--- src/rtl/oc_timer_pkg.sv ---
package oc_timer_pkg;
  typedef enum logic [1:0] {
    ACT_HOLD   = 2'b00,
    ACT_TOGGLE = 2'b01,
    ACT_LOW    = 2'b10,
    ACT_HIGH   = 2'b11
  } pin_act_e;

  localparam int REG_AW = 3;
  localparam logic [REG_AW-1:0] ADR_ACT  = 3'd0;
  localparam logic [REG_AW-1:0] ADR_MASK = 3'd1;
  localparam logic [REG_AW-1:0] ADR_FLAG = 3'd2;
  localparam logic [REG_AW-1:0] ADR_CNT  = 3'd3;
  localparam logic [REG_AW-1:0] ADR_CMP0 = 3'd4;

  localparam int FLAG_W = 8;
  localparam int NUM_OC = 4;
endpackage

--- src/rtl/oc_free_counter.sv ---
module oc_free_counter #(
  parameter int W = 16
) (
  input  logic         clk,
  input  logic         rst_n,
  output logic [W-1:0] cnt
);
  logic [W-1:0] cnt_d, cnt_q;

  always_comb cnt_d = cnt_q + W'(1);

  always_ff @(posedge clk or negedge rst_n) begin
    if (!rst_n) cnt_q <= '0;
    else        cnt_q <= cnt_d;
  end

  assign cnt = cnt_q;
endmodule

--- src/rtl/oc_out_channel.sv ---
module oc_out_channel
  import oc_timer_pkg::*;
#(
  parameter int W = 16
) (
  input  logic         clk,
  input  logic         rst_n,
  input  logic         cmp_we,
  input  logic [W-1:0] wdata,
  input  logic [W-1:0] cnt,
  input  logic [1:0]   code,
  input  logic         act_en,
  output logic [W-1:0] cmp,
  output logic         match,
  output logic         pin
);
  logic [W-1:0] cmp_d, cmp_q;
  logic         pin_d, pin_q;

  assign match = (cnt == cmp_q);

  always_comb begin
    cmp_d = cmp_q;
    if (cmp_we) cmp_d = wdata;
  end

  always_comb begin
    pin_d = pin_q;
    if (match && act_en) begin
      unique case (pin_act_e'(code))
        ACT_HOLD:   pin_d = pin_q;
        ACT_TOGGLE: pin_d = ~pin_q;
        ACT_LOW:    pin_d = 1'b0;
        ACT_HIGH:   pin_d = 1'b1;
        default:    pin_d = pin_q;
      endcase
    end
  end

  always_ff @(posedge clk or negedge rst_n) begin
    if (!rst_n) begin
      cmp_q <= '1;
      pin_q <= 1'b0;
    end else begin
      cmp_q <= cmp_d;
      pin_q <= pin_d;
    end
  end

  assign cmp = cmp_q;
  assign pin = pin_q;
endmodule

--- src/rtl/oc_flag_bank.sv ---
module oc_flag_bank #(
  parameter int N = 8
) (
  input  logic         clk,
  input  logic         rst_n,
  input  logic         mask_we,
  input  logic         flag_we,
  input  logic [N-1:0] wdata,
  input  logic [N-1:0] set_vec,
  output logic [N-1:0] mask,
  output logic [N-1:0] flags,
  output logic         irq
);
  logic [N-1:0] mask_d, mask_q, flag_d, flag_q, clr_vec;
  logic         irq_d, irq_q;

  always_comb begin
    mask_d  = mask_we ? wdata : mask_q;
    clr_vec = flag_we ? wdata : '0;
    flag_d  = (flag_q & ~clr_vec) | set_vec;
    irq_d   = |(flag_q & mask_q);
  end

  always_ff @(posedge clk or negedge rst_n) begin
    if (!rst_n) begin
      mask_q <= '0;
      flag_q <= '0;
      irq_q  <= 1'b0;
    end else begin
      mask_q <= mask_d;
      flag_q <= flag_d;
      irq_q  <= irq_d;
    end
  end

  assign mask  = mask_q;
  assign flags = flag_q;
  assign irq   = irq_q;
endmodule

--- src/rtl/oc_timer_unit.sv ---
module oc_timer_unit
  import oc_timer_pkg::*;
#(
  parameter int CNT_W = 16
) (
  input  logic                clk,
  input  logic                rst_n,
  input  logic                wr_en,
  input  logic [REG_AW-1:0]   wr_addr,
  input  logic [CNT_W-1:0]    wr_data,
  input  logic [REG_AW-1:0]   rd_addr,
  output logic [CNT_W-1:0]    rd_data,
  input  logic                ic_sel,
  input  logic [NUM_OC-1:0]   ic_strobe,
  output logic [NUM_OC-1:0]   pin_out,
  output logic                irq
);
  localparam int CODE_W = 2 * NUM_OC;

  logic [CNT_W-1:0]        cnt_q;
  logic [CODE_W-1:0]       act_d, act_q;
  logic [NUM_OC*CNT_W-1:0] cmp_vals;
  logic [NUM_OC-1:0]       oc_match;
  logic [FLAG_W-1:0]       set_vec, mask_q, flags_q;

  oc_free_counter #(.W(CNT_W)) cnt_i (.clk(clk), .rst_n(rst_n), .cnt(cnt_q));

  always_comb begin
    act_d = act_q;
    if (wr_en && wr_addr == ADR_ACT) act_d = wr_data[CODE_W-1:0];
  end

  always_ff @(posedge clk or negedge rst_n) begin
    if (!rst_n) act_q <= '0;
    else        act_q <= act_d;
  end

  for (genvar k = 0; k < NUM_OC; k++) begin : g_ch
    localparam logic [REG_AW-1:0] MY_ADR = ADR_CMP0 + REG_AW'(k);
    localparam int HI = CODE_W - 1 - 2 * k;
    logic en_k;
    if (k == NUM_OC - 1) begin : g_shared
      assign en_k = ~ic_sel;
    end else begin : g_plain
      assign en_k = 1'b1;
    end
    oc_out_channel #(.W(CNT_W)) ch_i (
      .clk(clk), .rst_n(rst_n),
      .cmp_we(wr_en && wr_addr == MY_ADR),
      .wdata(wr_data), .cnt(cnt_q),
      .code(act_q[HI -: 2]), .act_en(en_k),
      .cmp(cmp_vals[k*CNT_W +: CNT_W]),
      .match(oc_match[k]), .pin(pin_out[k])
    );
  end

  always_comb begin
    set_vec    = '0;
    set_vec[6] = oc_match[0];
    set_vec[5] = oc_match[1];
    set_vec[4] = oc_match[2];
    set_vec[3] = ic_sel ? ic_strobe[3] : oc_match[3];
    set_vec[2] = ic_strobe[0];
    set_vec[1] = ic_strobe[1];
    set_vec[0] = ic_strobe[2];
  end

  oc_flag_bank #(.N(FLAG_W)) flg_i (
    .clk(clk), .rst_n(rst_n),
    .mask_we(wr_en && wr_addr == ADR_MASK),
    .flag_we(wr_en && wr_addr == ADR_FLAG),
    .wdata(wr_data[FLAG_W-1:0]), .set_vec(set_vec),
    .mask(mask_q), .flags(flags_q), .irq(irq)
  );

  always_comb begin
    rd_data = '0;
    case (rd_addr)
      ADR_ACT:  rd_data = CNT_W'(act_q);
      ADR_MASK: rd_data = CNT_W'(mask_q);
      ADR_FLAG: rd_data = CNT_W'(flags_q);
      ADR_CNT:  rd_data = cnt_q;
      default:  rd_data = cmp_vals[(32'(rd_addr) - 32'(ADR_CMP0)) * CNT_W +: CNT_W];
    endcase
  end
endmodule

--- config.mk ---
export PLATFORM = sky130hd
export DESIGN_NAME = oc_timer_unit
export DESIGN_NICKNAME = d
export VERILOG_FILES = /design/src/rtl/oc_timer_pkg.sv /design/src/rtl/oc_free_counter.sv /design/src/rtl/oc_out_channel.sv /design/src/rtl/oc_flag_bank.sv /design/src/rtl/oc_timer_unit.sv
export SDC_FILE = /design/constraint.sdc
export NUM_CORES = 1
export LEC_CHECK = 0
export BUFFER_PORTS_ARGS = -buffer_cell sky130_fd_sc_hd__buf_2
export CAP_MARGIN = 25
export CORE_UTILIZATION = 40
export CTS_BUF_LIST = sky130_fd_sc_hd__clkbuf_2 sky130_fd_sc_hd__clkbuf_4 sky130_fd_sc_hd__clkbuf_8
export CTS_CLUSTER_SIZE = 16
export DETAILED_ROUTE_END_ITERATION = 16
export PLACE_DENSITY = 0.61
export SYNTH_ARGS = -nofsm -noshare
export SYNTH_HDL_FRONTEND = slang
export SYNTH_SLANG_ARGS = --single-unit
export TNS_END_PERCENT = 50
--- constraint.sdc ---
create_clock -name clk -period 3.5 [get_ports clk]
set_input_delay 0.175 -clock clk [delete_from_list [all_inputs] [get_ports clk]]
set_output_delay 0.175 -clock clk [all_outputs]
set_load 0.05 [all_outputs]
==> Word-level counts from Yosys, hierarchy flattened <==
Index checks and enable logic that the tools add are counted.
{ "totals": {"register_bits": 109, "elab_cells": 80} }
{ "op_classes": {"addsub": 2, "eq_ne": 25, "shift": 1, "muxes": 7, "bitwise_logic": 13, "n_reduce_logical": 19} }
{ "op_table": {"columns": ["operator", "n"], "rows": [
  ["$eq A16 B16 Y1", 4],
  ["$pmux W16 S4", 1],
  ["$shiftx A64 B33 Y16", 1],
  ["$add A16 B1 Y16 const B", 1],
  ["$and A8 B8 Y8", 2],
  ["$eq A2 B2 Y1 const B", 8],
  ["$eq A3 B3 Y1 const B", 4],
  ["$pmux W1 S3", 4],
  ["$eq A3 B2 Y1 const B", 3],
  ["$not A1 Y1", 9],
  ["$eq A2 B1 Y1 const B", 4],
  ["$logic_and A1 B1 Y1", 8],
  ["$logic_not A2 Y1", 4],
  ["$mux W8", 1],
  ["$not A8 Y8", 1],
  ["$or A8 B7 Y8", 1],
  ["$reduce_and A2 Y1", 4],
  ["$reduce_or A8 Y1", 1],
  ["$eq A3 B1 Y1 const B", 2],
  ["$logic_not A3 Y1", 2],
  ["$sub A3 B3 Y4 const B", 1],
  ["$mux W1", 1]
]} }

==> Depth between registers and ports, before layout <==
Gate-level depths: netlist of run 1.
{ "depth": {"ltp_word": 6, "depth_mapped": 6, "ltp_nobuf": 5} }

==> Hierarchy <==
From an unflattened synthesis of run 1, not the netlist that was laid out.
{ "unflattened": {"hier_cells": 442, "area_unflattened_um2": 5983.2} }
{ "modules_own_cells": {"columns": ["mod", "n_inst", "cells_each", "area_per_inst_um2", "seq_area_each_um2"], "rows": [
  ["oc_out_channel", 4, 60, 847.1, 445.4],
  ["oc_timer_unit", 1, 97, 1204.9, 200.2],
  ["oc_free_counter", 1, 57, 701.9, 400.4],
  ["oc_flag_bank", 1, 48, 688.2, 425.4]
]} }

==> Worst setup path before layout of run 1 <==
Ideal clock, no wire load.
{ "synth_path": {"kind": "input -> output", "from": "in rd_addr[0]", "to": "out rd_data[2]", "t_arrival_ns": 1.538, "required_time_ns": 3.325, "slack_ns": 1.787, "stages": 4, "path_buffers": 2, "path_cell_list": "buf_2 > buf_4 > mux4_1 > mux2_2"} }
{ "synth_between": {"elab_chain_len": 3} }
{ "synth_rtl": {"columns": ["item", "line", "text"], "rows": [
  ["from (decl)", "oc_timer_unit.sv:11", "input logic [REG_AW-1:0] rd_addr,"],
  ["$sub A3 B3 Y4", "oc_timer_unit.sv:83", "default: rd_data = cmp_vals[(32'(rd_addr) - 32'(ADR_CMP0)) * CNT_W +: CNT_W];"],
  ["$shiftx A64 B33 Y16", "oc_timer_unit.sv:83", null],
  ["$pmux W16 S4 (*)", "oc_timer_unit.sv:78", "case (rd_addr)"],
  ["to (decl)", "oc_timer_unit.sv:12", "output logic [CNT_W-1:0] rd_data,"]
]} }
Mark *: on every way between the ends. The rest lies on a longest branch, timed or not.

==> Worst setup path in the final report of run 1 <==
{ "layout_path": {"from": "in rd_addr[0]", "to": "out rd_data[11]"} }
Same word-level chain as after synthesis.

==> results of run 1 <==
[area by class of cell]
class | instances | area [um^2]
sequential | 109 | 2810
tap | 180 | 225
clock inverter | 3 | 68.8
timing repair buffer | 65 | 393
inverter | 4 | 15.0
multi-input combinational | 299 | 2840
clock buffer | 13 | 166
fill | 1302 | 7630
[synth_stat cells (all sizes together), types with 3 or more instances]
cell    instances  area share [%]
nor4           14             1.5
nand4           8            0.85
inv             4            0.25
a21o            3            0.38
xnor2          12             1.8
xor2           66             9.8
a22o            8             1.2
nand2          27             1.7
nor2           10            0.64
o311ai          3            0.45
clkbuf          4            0.25
nor3            4            0.34
o21ai           8            0.68
mux2           85              16
mux4           24             9.2
dfrtp          45              19
dfstp          64              29
a22oi           5            0.64
buf            31             3.6
nand3           8            0.68
[power breakdown]
part,internal (mW),leakage [nW],switching (mW)
logic,0.423,1.39,0.426
clock network,0.462,0.121,0.439
registers,1.60,1.21,0.209
[logic make-up after synthesis]
logic type	synth area share (%)
xor+xnor	11.6
mux	25.5
fa+ha+maj	0.212
buf+inv	4.08
simple gates	7.39
flops	47.7
compound gates	3.59
[final timing paths]
check	from	slack, ns	depth (start not counted)	end
worst max-delay path	rd_addr[0]	1.31	5	rd_data[11]
worst min register to register	flg_i.flags[5]	0.52	2	flg_i.flags[5]
max in group asynchronous	rst_n	2.47	4	g_ch[3].ch_i.cmp[7]
worst min-delay path	ic_strobe[3]	0.05	3	flg_i.flags[3]
worst max register to register	cnt_i.cnt[11]	1.33	5	g_ch[0].ch_i.pin
min in group asynchronous	rst_n	0.31	2	g_ch[1].ch_i.cmp[13]
[metal layers]
metal / share of wire [%] / up-vias
met3: 4.7 / 14
met2: 49 / 94
met5: 0 / -
met4: 1.5 / 0
met1: 45 / 1939
li1: - / 1685
[state kept, by name, summed over array words and instances (netlist names)]
| signal | cells |
|---|---|
| flg_i.irq | 1 |
| cnt_i.cnt | 16 |
| g_ch.ch_i.cmp | 64 |
| g_ch.ch_i.pin | 4 |
| act_q | 8 |
| flg_i.mask | 8 |
| flg_i.flags | 8 |
[metrics by stage]
| stage | utilization (%) | area [um^2] | hold WS, ns | instances |
|---|---|---|---|---|
| final | 46.1 | 6520 | 0.0534 | 673 |
| after floorplan | - | 5890 | -0.121 | 447 |
| after CTS | 45.9 | 6490 | 0.0337 | 672 |
| after global placement | 43.9 | 6210 | 0.351 | 651 |
| after detailed placement | 43.9 | 6220 | 0.357 | 652 |
| after global routing | 46.1 | 6520 | 0.0447 | 673 |
[tightest hold or removal path, stage by stage]
cell,delay [ns]
buf_2,0.08
a22oi_1,0.06
o21ai_0,0.09
==> run summary, run 1 <==
Pins Over Slew Limit: 0
mean post-synth cell area: 13.2 um^2
Clk Latency, worst-skew pair: 0.39 ns
Wirelength per Cell: 20.4 um
clock root buffer: clkbuf_8
post-route clock period utilization: 62.7%
worst vdd ir: 0.196 mV
commonest non-fill, non-tap cells in the layout: mux2_2 (83), xor2_1 (66), dfstp_2 (64)
share of cells above drive strength 1: 50.7%
slew margin rel.: 46.1%
Worst path top cell family by delay: buffers and inverters
Max stage delay cell, worst path: nor2_1
Via-to-Cell Ratio: 5.55
M3 GR Usage: 2.68%
first-pass GRT wire length: 21.6 mm
Post-DRT Antenna Nets: 0
post_cts resized: 0
Yosys cell types: 37
ys flop type: dfstp_2
syn_nets: 478
register area share after synthesis: 47.7%
most common cell after layout, fill and taps aside: mux2_2
Crit path arrival time: 2.02 ns
1st-iter DRT viols: 219
gr usage total: 19.6%
clk buf depth: 2
final setup fails: 0
total CTS buffers: 9
dpl hpwl: 9.80 mm
Pwr Density: 545 nW/um^2
Yosys warning total: 0
Post-Route WL: 13.7 mm
Critical Path End Type: output port
clock-pin slew on the worst setup and hold paths: 0.10 ns
n_diodes: 0
GPL Wtd Cong: 0.863
critical path's largest stage delay: 0.64 ns
Post-CTS Hold Buffers: 4
CTS tree: built
Starting Density: 41.6%
CTS sink cnt: 109
IO Port Bufs: 50
outcome: completed
Post-Syn Instances: 447
Worst Skew: 0.0143 ns
met1 usage in global routing: 26.9%
dpl ws: 1.30 ns
CP startpoint kind: input pin
final worst slack: 1.31 ns
crit-path cells: buf_2, nand2_1, nor2_1, a22o_1, buf_2
most used routing layer: met2
largest net degree at the start of global routing: 76
area delta synth->final: 10.7%
cell area after synthesis: 5890 um^2
DIE HEIGHT: 123 um
RSZ-0062 raised after global routing: no
DRT Pass-1 Iters: 4
cell leakage power: 2.72 nW
grt ovf: 0
htree depth: 3
Total Die Area: 15200 um^2
met2 Resource Use GR: 31.7%
via count: 3732
CORE AREA: 14100 um^2
DIE WIDTH: 123 um
Post-CTS Setup Repair Bufs: 0
row cnt: 43
peak fanout along the critical path: 21
initial antenna violation count: 0
FFs w/ async S/R, synth: 100%
Max Cap Viol: 0
CP bufs+invs: 2
nets: 519
Max Fclk: 0.456 GHz
Worst-Margin Slew: 0.805 ns
io pins: 51
CP most frequent cell: buf_2
min Tclk post-route: 2.19 ns
Worst Hold Class: in2reg
Critical Path RT: 3.32 ns
Final Hold Vio Count: 0
number of global-route vias before repair: 3805
DRC violations left: 0
Sum Neg Setup Slack: 0 ns
Crit Path Class: in2out
#FFs+latches synth: 109
Design Power: 3.56 mW
EDFF count, synth: 0
(Power assumes the default switching activity.)
==> inputs of run 2 (changes only) <==
- PLACE_DENSITY: 0.61 -> 0.63
- clock period: 3.5 -> 1.75 ns (I/O delays scaled with it)
==> run 2 against run 1 <==
The run now ends with negative setup slack left. First-iteration DRC count is 36% higher. Design area is 16% higher. Critical path depth is 1 lower. Hold slack worse by 0.018 ns. Non-clock buffer count is 84 higher. Worst setup slack worse by 1.5 ns. Count of clock-buffer cells in the layout is 2 lower. Clock power is 91% higher. Sequential cell count stayed put. Die area stayed put. Highest routed layer unchanged.
==> run summary, run 2 (synthesis gave the netlist of run 1 again) <==
peak fanout along the critical path: 3 (was 21)
IO Port Bufs: 50 (unchanged)
RSZ-0062 raised after global routing: yes (was no)
WP depth: 4 (was 5)
Pins Over Slew Limit: 0 (unchanged)
final worst slack: -0.240 ns (was 1.31 ns)
Total Die Area: 15200 um^2 (unchanged)
number of fill cells in the layout: 1199 (was 1302)
DRT Pass-1 Iters: 4 (unchanged)
io pins: 51 (unchanged)
1st-iter DRT viols: 298 (was 219)
via count: 4072 (was 3732)
commonest non-fill, non-tap cells in the layout: mux2_2 (75), buf_4 (67), dfstp_2 (64) (was mux2_2 (83), xor2_1 (66), dfstp_2 (64))
gr usage total: 21.4% (was 19.6%)
grt ovf: 0 (unchanged)
Worst path top cell family by delay: multiplexers (was buffers and inverters)
critical path's largest stage delay: 0.46 ns (was 0.64 ns)
min Tclk post-route: 1.99 ns
first-pass GRT wire length: 23.5 mm (was 21.6 mm)
Post-DRT Antenna Nets: 0 (unchanged)
share of cells above drive strength 1: 60.5% (was 50.7%)
most common cell after layout, fill and taps aside: mux2_2 (unchanged)
n_diodes: 0 (unchanged)
CP bufs+invs: 2 (unchanged)
Final Hold Vio Count: 0 (unchanged)
Worst setup startpoint: cnt_i.cnt[1] (was rd_addr[0])
initial antenna violation count: 0 (unchanged)
Critical Path End Type: output port (unchanged)
Pwr Density: 988 nW/um^2 (was 545 nW/um^2)
area delta synth->final: 27.9% (was 10.7%)
Worst-Margin Slew: 0.592 ns (was 0.805 ns)
Crit path arrival time: 1.90 ns (was 2.02 ns)
total CTS buffers: 9 (unchanged)
reg2reg setup slack: -0.16 ns (was 1.33 ns)
nets: 603 (was 519)
Via-to-Cell Ratio: 5.38 (was 5.55)
Reg-to-Reg End: g_ch[3].ch_i.pin (was g_ch[0].ch_i.pin)
Max Cap Viol: 0 (unchanged)
Worst Skew: 0.00837 ns (was 0.0143 ns)
final setup fails: 16 (was 0)
DIE WIDTH: 123 um (unchanged)
Post-Route WL: 15.0 mm (was 13.7 mm)
largest net degree at the start of global routing: 110 (was 76)
failing checks: negative setup slack
Max Fclk: 0.502 GHz
DIE HEIGHT: 123 um (unchanged)
clock-pin slew on the worst setup and hold paths: 0.10 ns (about the same)
Sum Neg Setup Slack: -1.99 ns (was 0 ns)
worst r2r src: cnt_i.cnt[5] (was cnt_i.cnt[11])
worst r2r path cells: 8 (was 5)
capture point of the critical path: rd_data[1] (was rd_data[11])
CTS sink cnt: 109 (unchanged)
GPL Wtd Cong: 0.822 (was 0.863)
clock root buffer: clkbuf_8 (unchanged)
DRC violations left: 0 (unchanged)
Hold WS: 0.0349 ns (was 0.0534 ns)
Wirelength per Cell: 19.8 um (was 20.4 um)
htree depth: 3 (unchanged)
CP startpoint kind: flip-flop (was input pin)
dpl hpwl: 10.7 mm (was 9.80 mm)
max reg flops: 64 (unchanged)
Clk Latency, worst-skew pair: 0.39 ns (about the same)
outcome: finished, violations left (was completed)
CORE AREA: 14100 um^2 (unchanged)
crit-path cells: buf_6, mux4_2, mux2_4, buf_8 (was buf_2, nand2_1, nor2_1, a22o_1, buf_2)
Crit Path Class: reg2out (was in2out)
number of global-route vias before repair: 4343 (was 3805)
cell leakage power: 3.22 nW (was 2.72 nW)
clk buf depth: 2 (unchanged)
post-route clock period utilization: 114%
worst vdd ir: 0.396 mV (was 0.196 mV)
CTS tree: built (unchanged)
Critical Path RT: 1.66 ns (was 3.32 ns)
Starting Density: 41.6% (unchanged)
Max stage delay cell, worst path: mux4_2 (was nor2_1)
Worst Hold Class: in2reg (unchanged)
row cnt: 43 (unchanged)
slew margin rel.: 60.5% (was 46.1%)
run 2: changes by cell type in the layout (fill, tap and decap cells not counted), sizes merged:
| cell | change |
|---|---|
| buf | +71 |
| clkbuf | -2 |
| clkinv | +1 |
| clkinvlp | +2 |
| dlygate4sd3 | +13 |
| inv | -1 |
run 2: area by class of cell:
type	instances	area [um^2]	share of cell area, %
Inverter	4	15.0	0.199
Timing Repair Buffer	149	1260	16.7
Sequential cell	109	2820	37.4
Clock buffer	11	145	1.93
Clock inverter	5	83.8	1.11
Tap cell	180	225	2.99
Multi-Input combinational cell	299	2990	39.7
run 2: timing repair:
item,4_1_cts,5_1_grt
hold endpoints to repair,84,0
setup endpoints to repair,19,24
gates resized for setup,73,21
pin swaps,15,10
hold buffers,17,0
setup buffers,11,10
run 2: worst register-to-register path, stage by stage, from the launching register on:
cell and delay [ns]:
dfrtp_1 0.43, buf_4 0.15, xor2_1 0.14, nor4_1 0.28
buf_4 0.16, nand3_2 0.10, buf_4 0.17, nor4b_1 0.24
or3b_1 0.17
run 2: layer usage:
| layer | share of wire, % | routed length (um) | track usage, % | up-vias |
|---|---|---|---|---|
| li1 | - | - | - | 1852 |
| met1 | 45 | 6670 | 27.8 | 2107 |
| met2 | 50 | 7550 | 36.0 | 94 |
| met3 | 3.6 | 532 | 5.12 | 19 |
| met4 | 1.4 | 204 | 5.20 | 0 |
| met5 | 0 | 0 | 0 | - |
run 2: how the worst min path moves through the flow:
stage,depth (start not counted),slack (ns),endpoint,startpoint
after floorplan,0,-0.21,act_q[0],rst_n
after global placement,2,0.21,cnt_i.cnt[8],rst_n
after detailed placement,2,0.22,cnt_i.cnt[10],rst_n
after CTS,2,0.01,g_ch[2].ch_i.cmp[0],wr_data[0]
after global routing,3,0.02,act_q[4],wr_data[4]
final,3,0.03,flg_i.flags[1],wr_data[1]
run 2: power breakdown:
| part | switching [mW] | internal [mW] | leakage, nW |
|---|---|---|---|
| Combinational | 0.979 | 1.12 | 1.91 |
| Sequential | 0.420 | 3.20 | 1.19 |
| Clock | 0.858 | 0.863 | 0.109 |
run 2: through the flow:
step	cell area, um^2	instances	power, mW	util, %	setup slack, ns
after floorplan	5890	447	4.82	-	0.111
after global placement	6650	703	5.41	47.0	-0.163
after detailed placement	6650	703	5.47	47.0	-0.236
after CTS	7380	747	7.48	52.2	-0.268
after global routing	7540	757	7.81	53.3	-0.281
final	7540	757	7.44	53.3	-0.240
